## src/rtl/clkcfg_pkg.sv

```systemverilog
package clkcfg_pkg;
    localparam int DIV_W   = 8;
    localparam int CFG_W   = 32;
    localparam int DRP_AW  = 7;
    localparam int DRP_DW  = 16;
    localparam int N_STEPS = 10;
    localparam int STEP_W  = $clog2(N_STEPS);

    typedef enum logic [2:0] {
        ST_IDLE,
        ST_RD_REQ,
        ST_RD_WAIT,
        ST_WR_REQ,
        ST_WR_WAIT
    } seq_state_t;

    typedef struct packed {
        logic [DIV_W-1:0] hi;
        logic [DIV_W-1:0] lo;
        logic             odd;
        logic             bypass;
    } div_fields_t;

    typedef struct packed {
        seq_state_t         st;
        logic [STEP_W-1:0]  step;
        logic [DIV_W-1:0]   out_div;
        logic [DIV_W-1:0]   ref_div;
        logic [DIV_W-1:0]   fb_div;
        logic [CFG_W-1:0]   lock;
        logic [CFG_W-1:0]   filt;
        logic [DRP_DW-1:0]  wdata;
        logic               done;
    } seq_regs_t;

    // Bits of each target register owned by the sequencer, by step.
    function automatic logic [DRP_DW-1:0] step_mask(input logic [STEP_W-1:0] s);
        case (int'(s))
            0, 3:    step_mask = 16'hEFFF;
            1, 4:    step_mask = 16'h03FF;
            2:       step_mask = 16'h3FFF;
            5:       step_mask = 16'h03FF;
            6, 7:    step_mask = 16'h7FFF;
            8, 9:    step_mask = 16'h9900;
            default: step_mask = 16'h0000;
        endcase
    endfunction
endpackage

```

## src/rtl/clkcfg_div_enc.sv

```systemverilog
module clkcfg_div_enc
    import clkcfg_pkg::*;
(
    input  logic [DIV_W-1:0] div_i,
    output div_fields_t      fld_o
);
    logic [DIV_W-1:0] half;

    always_comb begin
        half         = div_i >> 1;
        fld_o.hi     = half;
        fld_o.lo     = div_i - half;
        fld_o.odd    = div_i[0];
        fld_o.bypass = (div_i == DIV_W'(1));
    end
endmodule

```

## src/rtl/clkcfg_step_tab.sv

```systemverilog
module clkcfg_step_tab
    import clkcfg_pkg::*;
(
    input  logic [STEP_W-1:0] step_i,
    input  div_fields_t       out_f,
    input  div_fields_t       ref_f,
    input  div_fields_t       fb_f,
    input  logic [CFG_W-1:0]  lock_i,
    input  logic [CFG_W-1:0]  filt_i,
    output logic [DRP_AW-1:0] addr_o,
    output logic [DRP_DW-1:0] val_o,
    output logic [DRP_DW-1:0] mask_o
);
    function automatic logic [DRP_DW-1:0] counts(input div_fields_t f);
        counts = (DRP_DW'(f.hi) << 6) | DRP_DW'(f.lo);
    endfunction

    function automatic logic [DRP_DW-1:0] flags(input div_fields_t f);
        flags = {8'h00, f.odd, f.bypass, 6'h00};
    endfunction

    logic unused_lock_bits;
    assign unused_lock_bits = ^{lock_i[15:10], lock_i[23:21], lock_i[31:29]};

    always_comb begin
        mask_o = step_mask(step_i);
        case (int'(step_i))
            0: begin addr_o = 7'h08; val_o = counts(out_f); end
            1: begin addr_o = 7'h09; val_o = flags(out_f); end
            2: begin
                addr_o = 7'h16;
                val_o  = {2'b00, ref_f.odd, ref_f.bypass, 12'h000} | counts(ref_f);
            end
            3: begin addr_o = 7'h14; val_o = counts(fb_f); end
            4: begin addr_o = 7'h15; val_o = flags(fb_f); end
            5: begin addr_o = 7'h18; val_o = {6'h00, lock_i[9:0]}; end
            6: begin addr_o = 7'h19; val_o = {1'b0, lock_i[20:16], 10'h001}; end
            7: begin addr_o = 7'h1A; val_o = {1'b0, lock_i[28:24], 10'h3E9}; end
            8: begin addr_o = 7'h4E; val_o = filt_i[31:16]; end
            9: begin addr_o = 7'h4F; val_o = filt_i[15:0]; end
            default: begin addr_o = '0; val_o = '0; end
        endcase
    end
endmodule

```

## src/rtl/clkcfg_seq.sv

```systemverilog
module clkcfg_seq
    import clkcfg_pkg::*;
(
    input  logic                  clk,
    input  logic                  rst_n,
    input  logic                  start,
    input  logic [DIV_W-1:0]      out_div,
    input  logic [DIV_W-1:0]      ref_div,
    input  logic [DIV_W-1:0]      fb_div,
    input  logic [CFG_W-1:0]      lock_word,
    input  logic [CFG_W-1:0]      filt_word,
    output logic                  busy,
    output logic                  done,
    output logic                  drp_en,
    output logic                  drp_we,
    output logic [DRP_AW-1:0]     drp_addr,
    output logic [DRP_DW-1:0]     drp_di,
    input  logic [DRP_DW-1:0]     drp_do,
    input  logic                  drp_rdy
);
    localparam int N_DIVS = 3;
    localparam logic [STEP_W-1:0] LAST_STEP = STEP_W'(N_STEPS - 1);
    localparam logic [DRP_DW-1:0] FULL_MASK = '1;

    seq_regs_t r_q, r_d;

    logic [DIV_W-1:0]  div_vals [N_DIVS];
    div_fields_t       div_flds [N_DIVS];
    logic [DRP_AW-1:0] tab_addr;
    logic [DRP_DW-1:0] tab_val;
    logic [DRP_DW-1:0] tab_mask;
    logic [STEP_W-1:0] step_nx;

    assign div_vals[0] = r_q.out_div;
    assign div_vals[1] = r_q.ref_div;
    assign div_vals[2] = r_q.fb_div;

    for (genvar g = 0; g < N_DIVS; g++) begin : g_enc
        clkcfg_div_enc u_enc (
            .div_i (div_vals[g]),
            .fld_o (div_flds[g])
        );
    end

    clkcfg_step_tab u_tab (
        .step_i (r_q.step),
        .out_f  (div_flds[0]),
        .ref_f  (div_flds[1]),
        .fb_f   (div_flds[2]),
        .lock_i (r_q.lock),
        .filt_i (r_q.filt),
        .addr_o (tab_addr),
        .val_o  (tab_val),
        .mask_o (tab_mask)
    );

    assign step_nx = r_q.step + STEP_W'(1);

    always_comb begin
        r_d      = r_q;
        r_d.done = 1'b0;
        case (r_q.st)
            ST_IDLE: begin
                if (start) begin
                    r_d.out_div = out_div;
                    r_d.ref_div = ref_div;
                    r_d.fb_div  = fb_div;
                    r_d.lock    = lock_word;
                    r_d.filt    = filt_word;
                    r_d.step    = '0;
                    r_d.st      = (step_mask('0) == FULL_MASK) ? ST_WR_REQ : ST_RD_REQ;
                end
            end
            ST_RD_REQ: r_d.st = ST_RD_WAIT;
            ST_RD_WAIT: begin
                if (drp_rdy) begin
                    r_d.wdata = (drp_do & ~tab_mask) | (tab_val & tab_mask);
                    r_d.st    = ST_WR_REQ;
                end
            end
            ST_WR_REQ: r_d.st = ST_WR_WAIT;
            ST_WR_WAIT: begin
                if (drp_rdy) begin
                    if (r_q.step == LAST_STEP) begin
                        r_d.st   = ST_IDLE;
                        r_d.step = '0;
                        r_d.done = 1'b1;
                    end else begin
                        r_d.step = step_nx;
                        r_d.st   = (step_mask(step_nx) == FULL_MASK) ? ST_WR_REQ : ST_RD_REQ;
                    end
                end
            end
            default: r_d.st = ST_IDLE;
        endcase
    end

    always_ff @(posedge clk or negedge rst_n) begin
        if (!rst_n) begin
            r_q    <= '0;
            r_q.st <= ST_IDLE;
        end else begin
            r_q <= r_d;
        end
    end

    assign busy     = (r_q.st != ST_IDLE);
    assign done     = r_q.done;
    assign drp_en   = (r_q.st == ST_RD_REQ) || (r_q.st == ST_WR_REQ);
    assign drp_we   = (r_q.st == ST_WR_REQ);
    assign drp_addr = tab_addr;
    assign drp_di   = (tab_mask == FULL_MASK) ? tab_val : r_q.wdata;
endmodule

```

## config.mk

```make
export PLATFORM = sky130hd
export DESIGN_NAME = clkcfg_seq
export DESIGN_NICKNAME = d
export VERILOG_FILES = /design/src/rtl/clkcfg_pkg.sv /design/src/rtl/clkcfg_div_enc.sv /design/src/rtl/clkcfg_step_tab.sv /design/src/rtl/clkcfg_seq.sv
export SDC_FILE = /design/constraint.sdc
export NUM_CORES = 1
export LEC_CHECK = 0
export BUFFER_PORTS_ARGS = -buffer_cell sky130_fd_sc_hd__buf_4
export CAP_MARGIN = 5
export CORE_AREA = 2 2 114 116
export DETAILED_ROUTE_END_ITERATION = 16
export DIE_AREA = 0 0 116 118
export GPL_ROUTABILITY_DRIVEN = 1
export PLACE_DENSITY = 0.8
export SYNTH_ARGS = -nofsm -noshare
export SYNTH_HDL_FRONTEND = slang
export SYNTH_SLANG_ARGS = --single-unit
```

## constraint.sdc

```tcl
create_clock -name clk -period 3.19 [get_ports clk]
set_clock_uncertainty 0.1 [all_clocks]
set_input_delay 0.1595 -clock clk [delete_from_list [all_inputs] [get_ports clk]]
set_output_delay 0.1595 -clock clk [all_outputs]
set_load 0.03 [all_outputs]
```

# Word level (Yosys, flattened, before mapping)
# Memories as Yosys holds them, arrays and structs flattened.
# Index checks and enable logic that the tools add are counted.
[word_totals]
output_inout_bits = 27
ff_bits = 112
elab_cells = 69
memories = 2
in_bits = 108
mem_bits_ro = 512
[memory_table]
columns = ["name", "depth", "width", "rd", "rd_clocked_by_memory_dff", "write_ports", "line_no", "rtl"]
rows = [
  ["(name not given)", 16, 16, 1, 0, 0, "clkcfg_pkg.sv:38", "case (int'(s))"],
  ["(name not given)", 16, 16, 1, 0, 0, "clkcfg_pkg.sv:38", ""],
]
[classes]
eq_ne = 21
reduce_logical = 9
mux = 16
n_bitwise = 8
n_addsub = 4
[ops]
columns = ["operator", "count"]
rows = [
  ["16-bit one-hot mux with 10 select lines", 1],
  ["95-bit 2-to-1 mux", 1],
  ["7-bit one-hot mux with 10 select lines", 1],
  ["16-bit 2-to-1 mux", 4],
  ["13-bit by 8-bit OR with 13-bit output", 3],
  ["16-bit AND", 2],
  ["16-bit equality test (second input constant)", 2],
  ["8-bit by 1-bit equality test with 1-bit output (second input constant)", 3],
  ["8-bit by 7-bit subtractor with 8-bit output", 3],
  ["4-bit by 3-bit equality test with 1-bit output (second input constant)", 4],
  ["16-bit NOT", 1],
  ["14-bit by 16-bit OR with 16-bit output", 1],
  ["16-bit OR", 1],
  ["3-bit one-hot mux with 5 select lines", 1],
  ["4-bit by 2-bit equality test with 1-bit output (second input constant)", 2],
  ["4-bit equality test (second input constant)", 2],
  ["4-bit one-hot mux with 2 select lines", 1],
  ["7-bit 2-to-1 mux", 1],
  ["3-bit by 2-bit equality test with 1-bit output (second input constant)", 2],
  ["6-bit 2-to-1 mux", 1],
  ["2-bit != test (second input constant)", 3],
  ["3-bit AND reduction", 2],
  ["4-bit by 1-bit adder with 4-bit output (second input constant)", 1],
  ["4-bit by 1-bit equality test with 1-bit output (second input constant)", 1],
  ["other kinds (11)", 14],
]

# Logic depth before layout (Yosys ltp)
# Gate-level depths: netlist of run 1.
# An unclocked memory read counts as a cell.
[depth]
ltp_word = 10
mapped_depth = 11
mapped_depth_nobuf = 10

# Cells and area by module
# A second synthesis of run 1 with hierarchy kept.
[hier_totals]
cells_unflattened = 701
hier_area_um2 = 7340.8
[modules_own_cells]
columns = ["mod", "area_each_um2", "n_inst", "cells_each", "seq_area_each_um2"]
rows = [
  ["clkcfg_seq", 4784.6, 1, 334, 2802.7],
  ["clkcfg_div_enc", 460.4, 3, 64, 0.0],
  ["clkcfg_step_tab", 1174.9, 1, 175, 0.0],
]

# Least setup slack after synthesis of run 1
# No wires, ideal clock.
[synth_path]
kind = "register -> output"
from = "register r_q[106] (netlist name)"
to = "output port drp_di[12]"
required_time_ns = 2.931
path_buffers = 3
t_arrival_ns = 2.479
setup_slack_ns = 0.451
path_stages_with_launch = 10
cell_sequence = "dfrtp_1 -> clkbuf_1 -> inv_1 -> ha_1 -> nor2_1 -> and4_1 -> clkbuf_1 -> clkbuf_1 -> nor2_1 -> a31oi_1"
[synth_between]
elab_chain_len = 3
word_cells_on_any_way = 14
classes_between = "10 x eq/ne; 2 x mux; 1 x reduce/logical; 1 x memory"
[synth_rtl]
columns = ["element", "line_no", "rtl"]
rows = [
  ["start, declared", "clkcfg_seq.sv:25", "seq_regs_t r_q, r_d;"],
  ["start signal, assigned", "clkcfg_seq.sv:103", "r_q <= r_d;"],
  ["memory 16 x 16 bit, or another cell as far along", "-", ""],
  ["16-bit equality test / 16-bit one-hot mux with 10 select lines (equally long branches)", "clkcfg_seq.sv:112, clkcfg_step_tab.sv:27", ""],
  ["16-bit 2-to-1 mux *", "clkcfg_seq.sv:112", "assign drp_di = (tab_mask == FULL_MASK) ? tab_val : r_q.wdata;"],
  ["end, declared", "clkcfg_seq.sv:17", "output logic [DRP_DW-1:0] drp_di,"],
]
# Mark *: on every way between the ends. The rest lies on a longest branch, timed or not.

# Final worst setup path of run 1
[layout_path]
from = "register r_q[108] (netlist name)"
to = "output port drp_di[7]"
# Same word-level chain as after synthesis.

==> results of run 1 <==
-- what timing repair did --
item,4_1_cts,5_1_grt
pin swaps,0,4
buffers inserted,0,8
endpoints found under the hold margin,117,0
hold buffers,78,0
gates resized for setup,3,17
endpoints found under the setup margin,2,10
-- layout by cell type (no fill, tap or decap), drive strengths merged, types with 9 or more instances in the layout --
cell type,n
mux2i,9
o21ai,56
a21oi,32
inv,41
dlygate4sd3,78
nand2,65
ha,33
nand2b,15
buf,142
a22oi,19
clkbuf,9
o211ai,9
dfrtp,97
nor2b,12
mux2,55
nor2,59
-- layer usage --
metal | track usage | vias to the layer above | routed length (um)
met3 | 0.0515 | 48 | 1410
met4 | 0.115 | 0 | 714
met1 | 0.412 | 2855 | 8510
li1 | - | 2752 | -
met5 | 0 | - | 0
met2 | 0.497 | 282 | 9680
-- metrics by stage --
stage	setup slack, ns	total power (W)	area, um2	util	hold slack, ns
global route	-0.000432	0.00885	8450	0.681	0.0167
detailed placement	0.324	0.00674	7220	0.582	0.0884
global placement	0.375	0.00664	7220	0.582	0.0729
floorplan	0.451	0.00535	6160	-	-0.236
finish	0.0885	0.00828	8450	0.681	0.0122
CTS	0.00000755	0.00796	8310	0.669	0.00616
-- area by class of cell --
type / count / share of cell area
repair buffers: 220 / 0.220
clock buffers: 9 / 0.0267
clock inverters: 7 / 0.00844
well taps: 172 / 0.0255
inverters: 37 / 0.0164
multi-input cells: 486 / 0.414
flip-flops and latches: 97 / 0.288
diodes: 1 / 0.000296
-- cells by family after synthesis --
| group | count (synthesis) |
|---|---|
| simple gates | 198 |
| compound gates | 179 |
| flops | 97 |
| buf+inv | 71 |
| mux | 64 |
| fa+ha+maj | 36 |
| xor+xnor | 8 |
| other cells | 1 |
-- critical path, delay by kind of cell, from the launching register on --
kind	cells	cell delay, ns
buffers and inverters	3	0.68
AOI/OAI and AO/OA	1	0.54
DFF	1	0.52
muxes	1	0.33
and+or+nand+nor	2	0.41
-- final timing paths --
path,start,to,slack [ns]
hold / removal,drp_do[4],r_q[5]$_DFFE_PN0P_,0.01
min in group asynchronous,rst_n,div_vals[19]$_DFFE_PN0P_,0.23
setup / recovery,r_q[108]$_DFFE_PN0P_,drp_di[7],0.09
max in group asynchronous,rst_n,r_q[106]$_DFFE_PN0P_,2.03
hold reg to reg,r_q[14]$_DFFE_PN0P_,r_q[14]$_DFFE_PN0P_,0.39
setup reg to reg,r_q[105]$_DFFE_PN0P_,r_q[1]$_DFFE_PN0P_,0.51
-- registers in the layout, indices dropped and copies added, names as in the netlist --
register	cells
r_q	72
div_vals	24
done	1
-- power by group through the flow --
stage / sequential [W] / combinational [W] / clock, W
2_1_floorplan: 0.00214 / 0.00321 / 0
3_3_place_gp: 0.00231 / 0.00433 / 0
3_5_place_dp: 0.00234 / 0.00440 / 0
4_1_cts: 0.00231 / 0.00453 / 0.00112
5_1_grt: 0.00241 / 0.00528 / 0.00117
6_report: 0.00234 / 0.00484 / 0.00110
==> out/qor.txt, run 1 <==
status: complete, no violations
DRT Wirelength: 20.3 mm
Initial Util: 0.496
via count: 5937
top cells by area, synth: dfrtp_1 (39%), mux2_2 (10%), ha_1 (6.7%)
total CTS buffers: 9
distinct cell type count after synthesis: 74
clock share of power: 0.133
sequential cell area: 0.00243 mm2
fraction of layout cells with a size suffix above 1: 0.284
die area: 0.0137 mm2
Final Non-Filler Cells: 1029
Top Ports: 135
CP arrival: 2.84 ns
placed cell count: 926
Worst-path clk slew: 0.07 ns
hold path cells: 3
number of synthesized flops with an enable pin: 0
GP Congestion: 0.937
# nets final: 995
total global-route track usage: 0.308
Seq/Total Area, Yosys: 0.394
fmax: 322 MHz
Die Span Y: 118 um
peak supply drop: 0.452 mV
DRT Pass-1 Iters: 5
Die W: 116 um
Crit. End Element: output pin
Critical Path RT: 2.93 ns
Critical Path Source Type: register
Syn-to-layout area delta: 37.2%
final setup TNS: 0 ns
initial antenna violation count: 1
count leader, synth: dfrtp_1
clock latency on the worst-skew pair: 0.36 ns
Cells after Synth: 654
Worst Reg-to-Reg Cells: 8
syn avg cell area: 9.41 um2
post-synth top area cell: dfrtp_1
H-tree Lvls: 3
post-synth net total: 798
vias per cell: 5.77
ANT nets after route: 0
worst hold-check path type: in -> reg
synthesized flop and latch total: 97
MaxCap Viol Count: 0
fill cell count: 961
Post-Syn Area: 0.00616 mm2
hpwl dp: 14.1 mm
clk sinks: 97
highest-delay cell along the critical path: a222oi_1
multiplexer share of the synthesized area: 0.115
Synth Area in Adders: 0.0768
global-route wire length before repair: 32.1 mm
area occupied by multi-input gates: 0.00350 mm2
crit share post-route: 0.972
largest family of logic cells by synthesized area: compound AO/OA/AOI/OAI gates
Yosys warning total: 0
min cycle time layout: 3.10 ns
Worst-Margin Slew: 0.621 ns
Yosys top cell area share: 0.394
largest net degree at the start of global routing: 58
Fin. Hold Viols: 0
Post-Synth XOR/XNOR Area: 0.0114
Final setup viols: 0
Root Driver: clkbuf_16
Post-synth top cells: dfrtp_1 (97), nand2_1 (64), nor2_1 (57), mux2_2 (55), o21ai_0 (54)
Sw Pwr: 0.00375 W
Rel. slew slack: 0.585
core area: 0.0124 mm2
worst path cell trace: buf_6 > inv_2 > nor3_2 > a222oi_1 > nand4_1 > mux2_4 > buf_4
grt ovf: 0
DR WL/cell: 19.7 um
sw frac: 0.453
std cell rows: 41
Reg power frac: 0.283
Int Power: 0.00453 W
clk buf depth: 2
Slew Viols, Final: 0
CP max FO: 22
combinational power share: 0.584
CTS tree: done
Post-Synth Simple-Gate Area: 0.157
drc violations: 0
critical path class: reg -> out
I/O Buffers: 118
Synth Flop Type: dfrtp_1
Power Density: 979 mW/mm2
vias in the first global route: 6122
Leak: 3.75 nW
crit-path max cell delay: 0.54 ns
Synth Area in Compound Gates: 0.194
share of flip-flops with an asynchronous set or reset: 1.00
Iteration-0 DRC Markers: 613
(Power assumes the default switching activity.)
==> run 2: changes to the inputs <==
--- a/config.mk
+++ b/config.mk
@@ -7,11 +7,12 @@
 export LEC_CHECK = 0
 export BUFFER_PORTS_ARGS = -buffer_cell sky130_fd_sc_hd__buf_4
 export CAP_MARGIN = 5
-export CORE_AREA = 2 2 114 116
+export CORE_AREA = 2 2 125 127
 export DETAILED_ROUTE_END_ITERATION = 16
-export DIE_AREA = 0 0 116 118
+export DIE_AREA = 0 0 127 129
 export GPL_ROUTABILITY_DRIVEN = 1
-export PLACE_DENSITY = 0.8
+export PLACE_DENSITY = 0.78
 export SYNTH_ARGS = -nofsm -noshare
 export SYNTH_HDL_FRONTEND = slang
+export SYNTH_HIERARCHICAL = 1
 export SYNTH_SLANG_ARGS = --single-unit
==> run 2 against run 1 <==
  * The flow now finishes with violations (negative setup slack)
  * Synthesized cell count is 3.5% higher
  * Final area is 8.9% higher
  * Sequential power is 6% higher
  * Largest cell class unchanged
  * Highest routed layer unchanged
==> out/qor.txt, run 2 <==
Reg power frac: 0.249 (-0.034)
Worst R2R End: r_q[7]$_DFFE_PN0P_
Die Span Y: 129 um (+9.3%)
reg2reg start: div_vals[16]$_DFFE_PN0P_
syn avg cell area: 10.2 um2 (+8.3%)
combinational power share: 0.645 (+0.061)
CTS tree: done
Rel. slew slack: 0.250 (-0.334)
H-tree Lvls: 3 (unchanged)
post-route cell area: 0.00920 mm2 (+8.9%)
Top Ports: 135 (unchanged)
Sw Pwr: 0.00441 W (+18%)
std cell rows: 45 (+9.8%)
Cells after Synth: 677 (+3.5%)
GP Congestion: 0.925 (-1.2%)
largest net degree at the start of global routing: 89 (+53%)
fin worst setup slack: -0.238 ns (-0.327 ns)
Initial Util: 0.461 (-0.0349)
CP max FO: 2 (-91%)
Worst-path clk slew: 0.07 ns (about the same)
worst hold-check path type: in -> reg
fraction of layout cells with a size suffix above 1: 0.383 (+0.0988)
hold path cells: 3 (unchanged)
crit share post-route: 1.07 (+0.102)
core area: 0.0150 mm2 (+21%)
fill cell count: 1211 (+26%)
die area: 0.0164 mm2 (+20%)
# nets final: 1013 (+1.8%)
critical path class: reg -> out
DR WL/cell: 18.8 um (-4.7%)
Post-Syn Area: 0.00691 mm2 (+12%)
post-synth net total: 830 (+4.0%)
most frequent cells in the layout: buf_4 (155), dfrtp_1 (94), mux2_2 (90)
total global-route track usage: 0.240 (-0.0670)
clock latency on the worst-skew pair: 0.36 ns (about the same)
vias per cell: 5.56 (-3.7%)
status: complete, but fails checks
FF-to-FF setup slack: 0.22 ns (-0.29 ns)
Iteration-0 DRC Markers: 419 (-32%)
Fin. Hold Viols: 0 (unchanged)
grt ovf: 0 (unchanged)
via count: 5853 (-1.4%)
Min-Delay Endpoint: r_q[2]$_DFFE_PN0P_
Yosys warning total: 6 (+6)
Leak: 4.14 nW (+10%)
Critical Path Source Type: register
min cycle time layout: 3.43 ns (+0.327 ns)
DRT Pass-1 Iters: 6 (+1)
peak supply drop: 0.452 mV (about the same)
Worst-Margin Slew: 1.12 ns (+0.503 ns)
Crit. End Element: output pin
Power Density: 1080 mW/mm2 (+11%)
Final setup viols: 3 (+3)
Final Non-Filler Cells: 1053 (+2.3%)
Top reg by flops: r_q
I/O Buffers: 121 (+2.5%)
Die W: 127 um (+9.5%)
clk buf depth: 2 (unchanged)
hold_sp: drp_do[1]
vias in the first global route: 5857 (-4.3%)
hpwl dp: 13.7 mm (-2.8%)
drc violations: 0 (unchanged)
CP arrival: 3.17 ns (+0.33 ns)
Slew Viols, Final: 0 (unchanged)
Critical Path RT: 2.93 ns (about the same)
Worst Reg-to-Reg Cells: 15 (+7)
DRT Wirelength: 19.8 mm (-2.5%)
antenna cell count: 0 (-1)
Root Driver: clkbuf_16
clock share of power: 0.106 (-0.027)
placed cell count: 943 (+1.8%)
ANT nets after route: 0 (unchanged)
unrepaired setup endpoints after global routing: yes
sequential cell area: 0.00251 mm2 (+3.2%)
fmax: 292 MHz (-9.5%)
placed cell areas: 0.00780 mm2 (+8.0%)
sw frac: 0.443 (-0.00993)
clk sinks: 100 (+3.1%)
area occupied by multi-input gates: 0.00388 mm2 (+11%)
commonest non-fill, non-tap cell in the layout: buf_4
failing checks: negative setup slack
initial antenna violation count: 0 (-1)
total CTS buffers: 9 (unchanged)
global-route wire length before repair: 30.5 mm (-5.1%)
Int Power: 0.00555 W (+23%)
Syn-to-layout area delta: 33.2%
MaxCap Viol Count: 0 (unchanged)
number of flip-flops under the largest register name: 75 (+4.2%)
run 2: worst max-delay path, cell delays in order, from the launching register on:
cell	delay [ns]
dfrtp_1	0.39
inv_1	0.08
ha_2	0.20
inv_2	0.06
fa_2	0.39
nor2b_4	0.14
o21ai_2	0.16
a21oi_2	0.10
nor4_2	0.31
a311oi_2	0.07
o21ai_2	0.13
o211a_1	0.20
a41oi_2	0.16
mux2_4	0.29
buf_6	0.14
run 2: area by class of cell:
cell class                 instances  area share
clock buffer                       9      0.0245
clock inverter                     7     0.00626
inverter                          50      0.0204
multi-input combinational        454       0.422
sequential                       100       0.273
tap                              188      0.0256
timing repair buffer             245       0.228
run 2: worst max-delay path by stage:
| stage | start | end | slack, ns | cells after the start |
|---|---|---|---|---|
| 6_report | div_vals[16]$_DFFE_PN0P_ | drp_di[6] | -0.24 | 14 |
| 5_1_grt | div_vals[16]$_DFFE_PN0P_ | drp_di[6] | -0.37 | 14 |
| 4_1_cts | div_vals[8]$_DFFE_PN0P_ | drp_di[6] | -0.14 | 14 |
| 3_5_place_dp | div_vals[9]$_DFFE_PN0P_ | drp_di[6] | 0.09 | 13 |
| 3_3_place_gp | div_vals[9]$_DFFE_PN0P_ | drp_di[6] | 0.12 | 13 |
| 2_1_floorplan | r_q[108]$_DFFE_PN0P_ | drp_di[10] | 0.06 | 10 |
run 2: repair_timing:
item                                   4_1_cts  5_1_grt
gates resized for setup                     24       33
buffers inserted                             3        8
pin swaps                                    9       15
endpoints found under the hold margin      169        0
setup endpoints to repair                    6       15
gates cloned                                 0        1
hold buffers                                82        0
run 2: power groups by stage:
stage / Combinational (W) / Sequential, W / Clock [W]
after floorplan: 0.00439 / 0.00225 / 0
after global placement: 0.00540 / 0.00245 / 0
after detailed placement: 0.00550 / 0.00248 / 0
after CTS: 0.00585 / 0.00246 / 0.00107
after global routing: 0.00694 / 0.00255 / 0.00114
final: 0.00643 / 0.00248 / 0.00105
run 2: metrics by stage:
step,total power [W],util,setup TNS [ns],hold WS (ns),setup WS (ns)
floorplan,0.00665,-,0,-0.236,0.0627
global placement,0.00785,0.521,0,0.295,0.121
detailed placement,0.00798,0.521,0,0.297,0.0928
CTS,0.00939,0.602,-0.142,0.000189,-0.142
global route,0.0106,0.614,-0.786,0.0165,-0.365
finish,0.00997,0.614,-0.439,0.00330,-0.238
run 2: metal layers:
| layer | track usage | up-vias | routed length, um |
|---|---|---|---|
| li1 | - | 2728 | - |
| met1 | 0.296 | 2838 | 7930 |
| met2 | 0.417 | 227 | 9900 |
| met3 | 0.0399 | 60 | 1170 |
| met4 | 0.107 | 0 | 818 |
| met5 | 0 | - | 0 |
==> run 3: changes to the inputs <==
--- a/config.mk
+++ b/config.mk
@@ -11,7 +11,7 @@
 export DETAILED_ROUTE_END_ITERATION = 16
 export DIE_AREA = 0 0 127 129
 export GPL_ROUTABILITY_DRIVEN = 1
-export PLACE_DENSITY = 0.78
+export PLACE_DENSITY = 0.83
 export SYNTH_ARGS = -nofsm -noshare
 export SYNTH_HDL_FRONTEND = slang
 export SYNTH_HIERARCHICAL = 1
==> run 3 against run 2 <==
  * The run still ends with negative setup slack left
  * Total power increased by 3.5%
  * Non-clock buffer count increased by 4
  * First-iteration DRC count grew 10%
  * Clock power is 16% higher
  * Highest routed layer unchanged
==> out/qor.txt, run 3 (same netlist as run 2, synthesis figures left out) <==
CTS tree: done
Die W: 127 um (unchanged)
DR WL met3: 1.39 mm (+19%)
total CTS buffers: 9 (unchanged)
std cell rows: 45 (unchanged)
Root Driver: clkbuf_16
Fin. Hold Viols: 0 (unchanged)
number of flip-flops under the largest register name: 75 (unchanged)
worst path cell trace: buf_4 > ha_2 > inv_2 > fa_2 > nor2b_4 > o21ai_2 > a21oi_2 > nor4_1 > a311oi_1 > o21ai_1 > o211a_1 > a41oi_2 > mux2_4 > buf_6
Power Density: 1110 mW/mm2 (+2.2%)
Die Span Y: 129 um (unchanged)
fin worst setup slack: -0.195 ns (+0.0435 ns)
Initial Util: 0.461 (unchanged)
Worst-path clk slew: 0.07 ns (about the same)
reg2reg start: div_vals[9]$_DFFE_PN0P_
Int Power: 0.00587 W (+5.8%)
DR WL/cell: 18.9 um (+0.56%)
crit share post-route: 1.06 (-0.0136)
die area: 0.0164 mm2 (unchanged)
drc violations: 0 (unchanged)
peak supply drop: 0.525 mV (+16%)
global-route wire length before repair: 30.6 mm (+0.38%)
# nets final: 1017 (+0.39%)
wl on met1: 7.78 mm (-1.8%)
vias per cell: 5.62 (+1.1%)
H-tree Lvls: 3 (unchanged)
DRT Wirelength: 20.0 mm (+0.94%)
Leak: 4.18 nW (+1.1%)
highest-delay cell along the critical path: fa_2
hold_sp: drp_do[9]
via count: 5941 (+1.5%)
critical path launch point: div_vals[9]$_DFFE_PN0P_
Crit. End Element: output pin
GP Congestion: 0.987 (+6.6%)
clk buf depth: 2 (unchanged)
critical path class: reg -> out
DRT Pass-1 Iters: 8 (+2)
Slew Viols, Final: 0 (unchanged)
Top Metal Used: met4
CP arrival: 3.13 ns (-0.04 ns)
clock share of power: 0.118 (+0.012)
unrepaired setup endpoints after global routing: yes
sw frac: 0.431 (-0.0120)
Syn-to-layout area delta: 34.9%
commonest non-fill, non-tap cell in the layout: buf_4
I/O Buffers: 121 (unchanged)
Overall Power: 0.0103 W (+3.5%)
initial antenna violation count: 0 (unchanged)
most frequent cells in the layout: buf_4 (161), dfrtp_1 (94), mux2_2 (89)
fmax: 295 MHz (+1.3%)
ANT nets after route: 0 (unchanged)
grt ovf: 0 (unchanged)
Final setup viols: 2 (-1)
clock latency on the worst-skew pair: 0.36 ns (about the same)
Critical Path Source Type: register
CP max FO: 2 (unchanged)
worst hold-check path type: in -> reg
largest net degree at the start of global routing: 85 (-4.5%)
Top reg by flops: r_q
Sw Pwr: 0.00445 W (+0.72%)
combinational power share: 0.644 (about the same)
Top Ports: 135 (unchanged)
crit-path max cell delay: 0.39 ns (about the same)
Rel. slew slack: 0.295 (+0.0449)
Worst-Margin Slew: 1.06 ns (-0.0673 ns)
vias in the first global route: 5965 (+1.8%)
antenna cell count: 0 (unchanged)
Critical Path RT: 2.93 ns (about the same)
total global-route track usage: 0.241 (+0.000370)
hpwl dp: 13.5 mm (-1.1%)
fin util: 0.622 (+0.00777)
MaxCap Viol Count: 0 (unchanged)
status: complete, but fails checks
hold path cells: 3 (unchanged)
met2 routed WL: 10.0 mm (+1.1%)
core area: 0.0150 mm2 (unchanged)
failing checks: negative setup slack
clk sinks: 100 (unchanged)
Worst Reg-to-Reg Cells: 14 (-1)
fraction of layout cells with a size suffix above 1: 0.394 (+0.0109)
Reg power frac: 0.238 (-0.011)
min cycle time layout: 3.38 ns (-0.0435 ns)
Iteration-0 DRC Markers: 461 (+10%)
run 3: worst max-delay path, delay by kind of cell, from the launching register on:
family                   cells  cell delay [ns]
flip-flops                   1             0.37
multiplexers                 1             0.29
AND/OR/NAND/NOR              2             0.36
buffers and inverters        3             0.31
adder cells (fa/ha/maj)      2             0.57
AO/OA/AOI/OAI                6             0.87
run 3: power groups by stage:
stage	sequential, W	combinational (W)	clock [W]
final	0.00246	0.00664	0.00122
after detailed placement	0.00248	0.00551	0
after global routing	0.00254	0.00712	0.00130
after global placement	0.00245	0.00539	0
after CTS	0.00245	0.00592	0.00124
after floorplan	0.00225	0.00439	0
run 3: timing repair:
item                                    CTS  global route
buffers inserted                          9            14
endpoints found under the hold margin   163             0
pin swaps                                10            21
hold buffers                             81             0
gates resized for setup                  25            39
endpoints found under the setup margin   16            16
run 3: area by class of cell:
cell class / count / area (um2)
Fill cell: 1141 / 5660
Tap cell: 188 / 235
Timing Repair Buffer: 249 / 2110
Sequential cell: 100 / 2510
Multi-Input combinational cell: 454 / 3940
Clock inverter: 3 / 67.6
Inverter: 50 / 188
Clock buffer: 13 / 270
run 3: worst paths after layout:
path,to,slack (ns)
max,drp_di[6],-0.19
min,r_q[10]$_DFFE_PN0P_,0.005
max reg2reg,r_q[7]$_DFFE_PN0P_,0.36
min reg2reg,r_q[45]$_DFFE_PN0P_,0.41
max in group asynchronous,r_q[42]$_DFFE_PN0P_,1.73
min in group asynchronous,r_q[8]$_DFFE_PN0P_,0.43
run 3: per-layer routing:
layer  global-route usage  vias to the layer above
met1                0.290                     2859
met5                    0                        -
li1                     -                     2740
met3               0.0503                       64
met2                0.424                      278
met4               0.0950                        0
run 3: through the flow:
step / hold slack (ns) / area (um2) / cells / setup TNS, ns / setup slack (ns)
finish: 0.00476 / 9320 / 1057 / -0.277 / -0.195
global route: 0.0204 / 9320 / 1057 / -0.568 / -0.304
global placement: 0.294 / 7750 / 940 / 0 / 0.149
detailed placement: 0.297 / 7750 / 940 / 0 / 0.119
floorplan: -0.236 / 6910 / 677 / 0 / 0.0627
CTS: 0.0000553 / 9060 / 1046 / -0.129 / -0.123
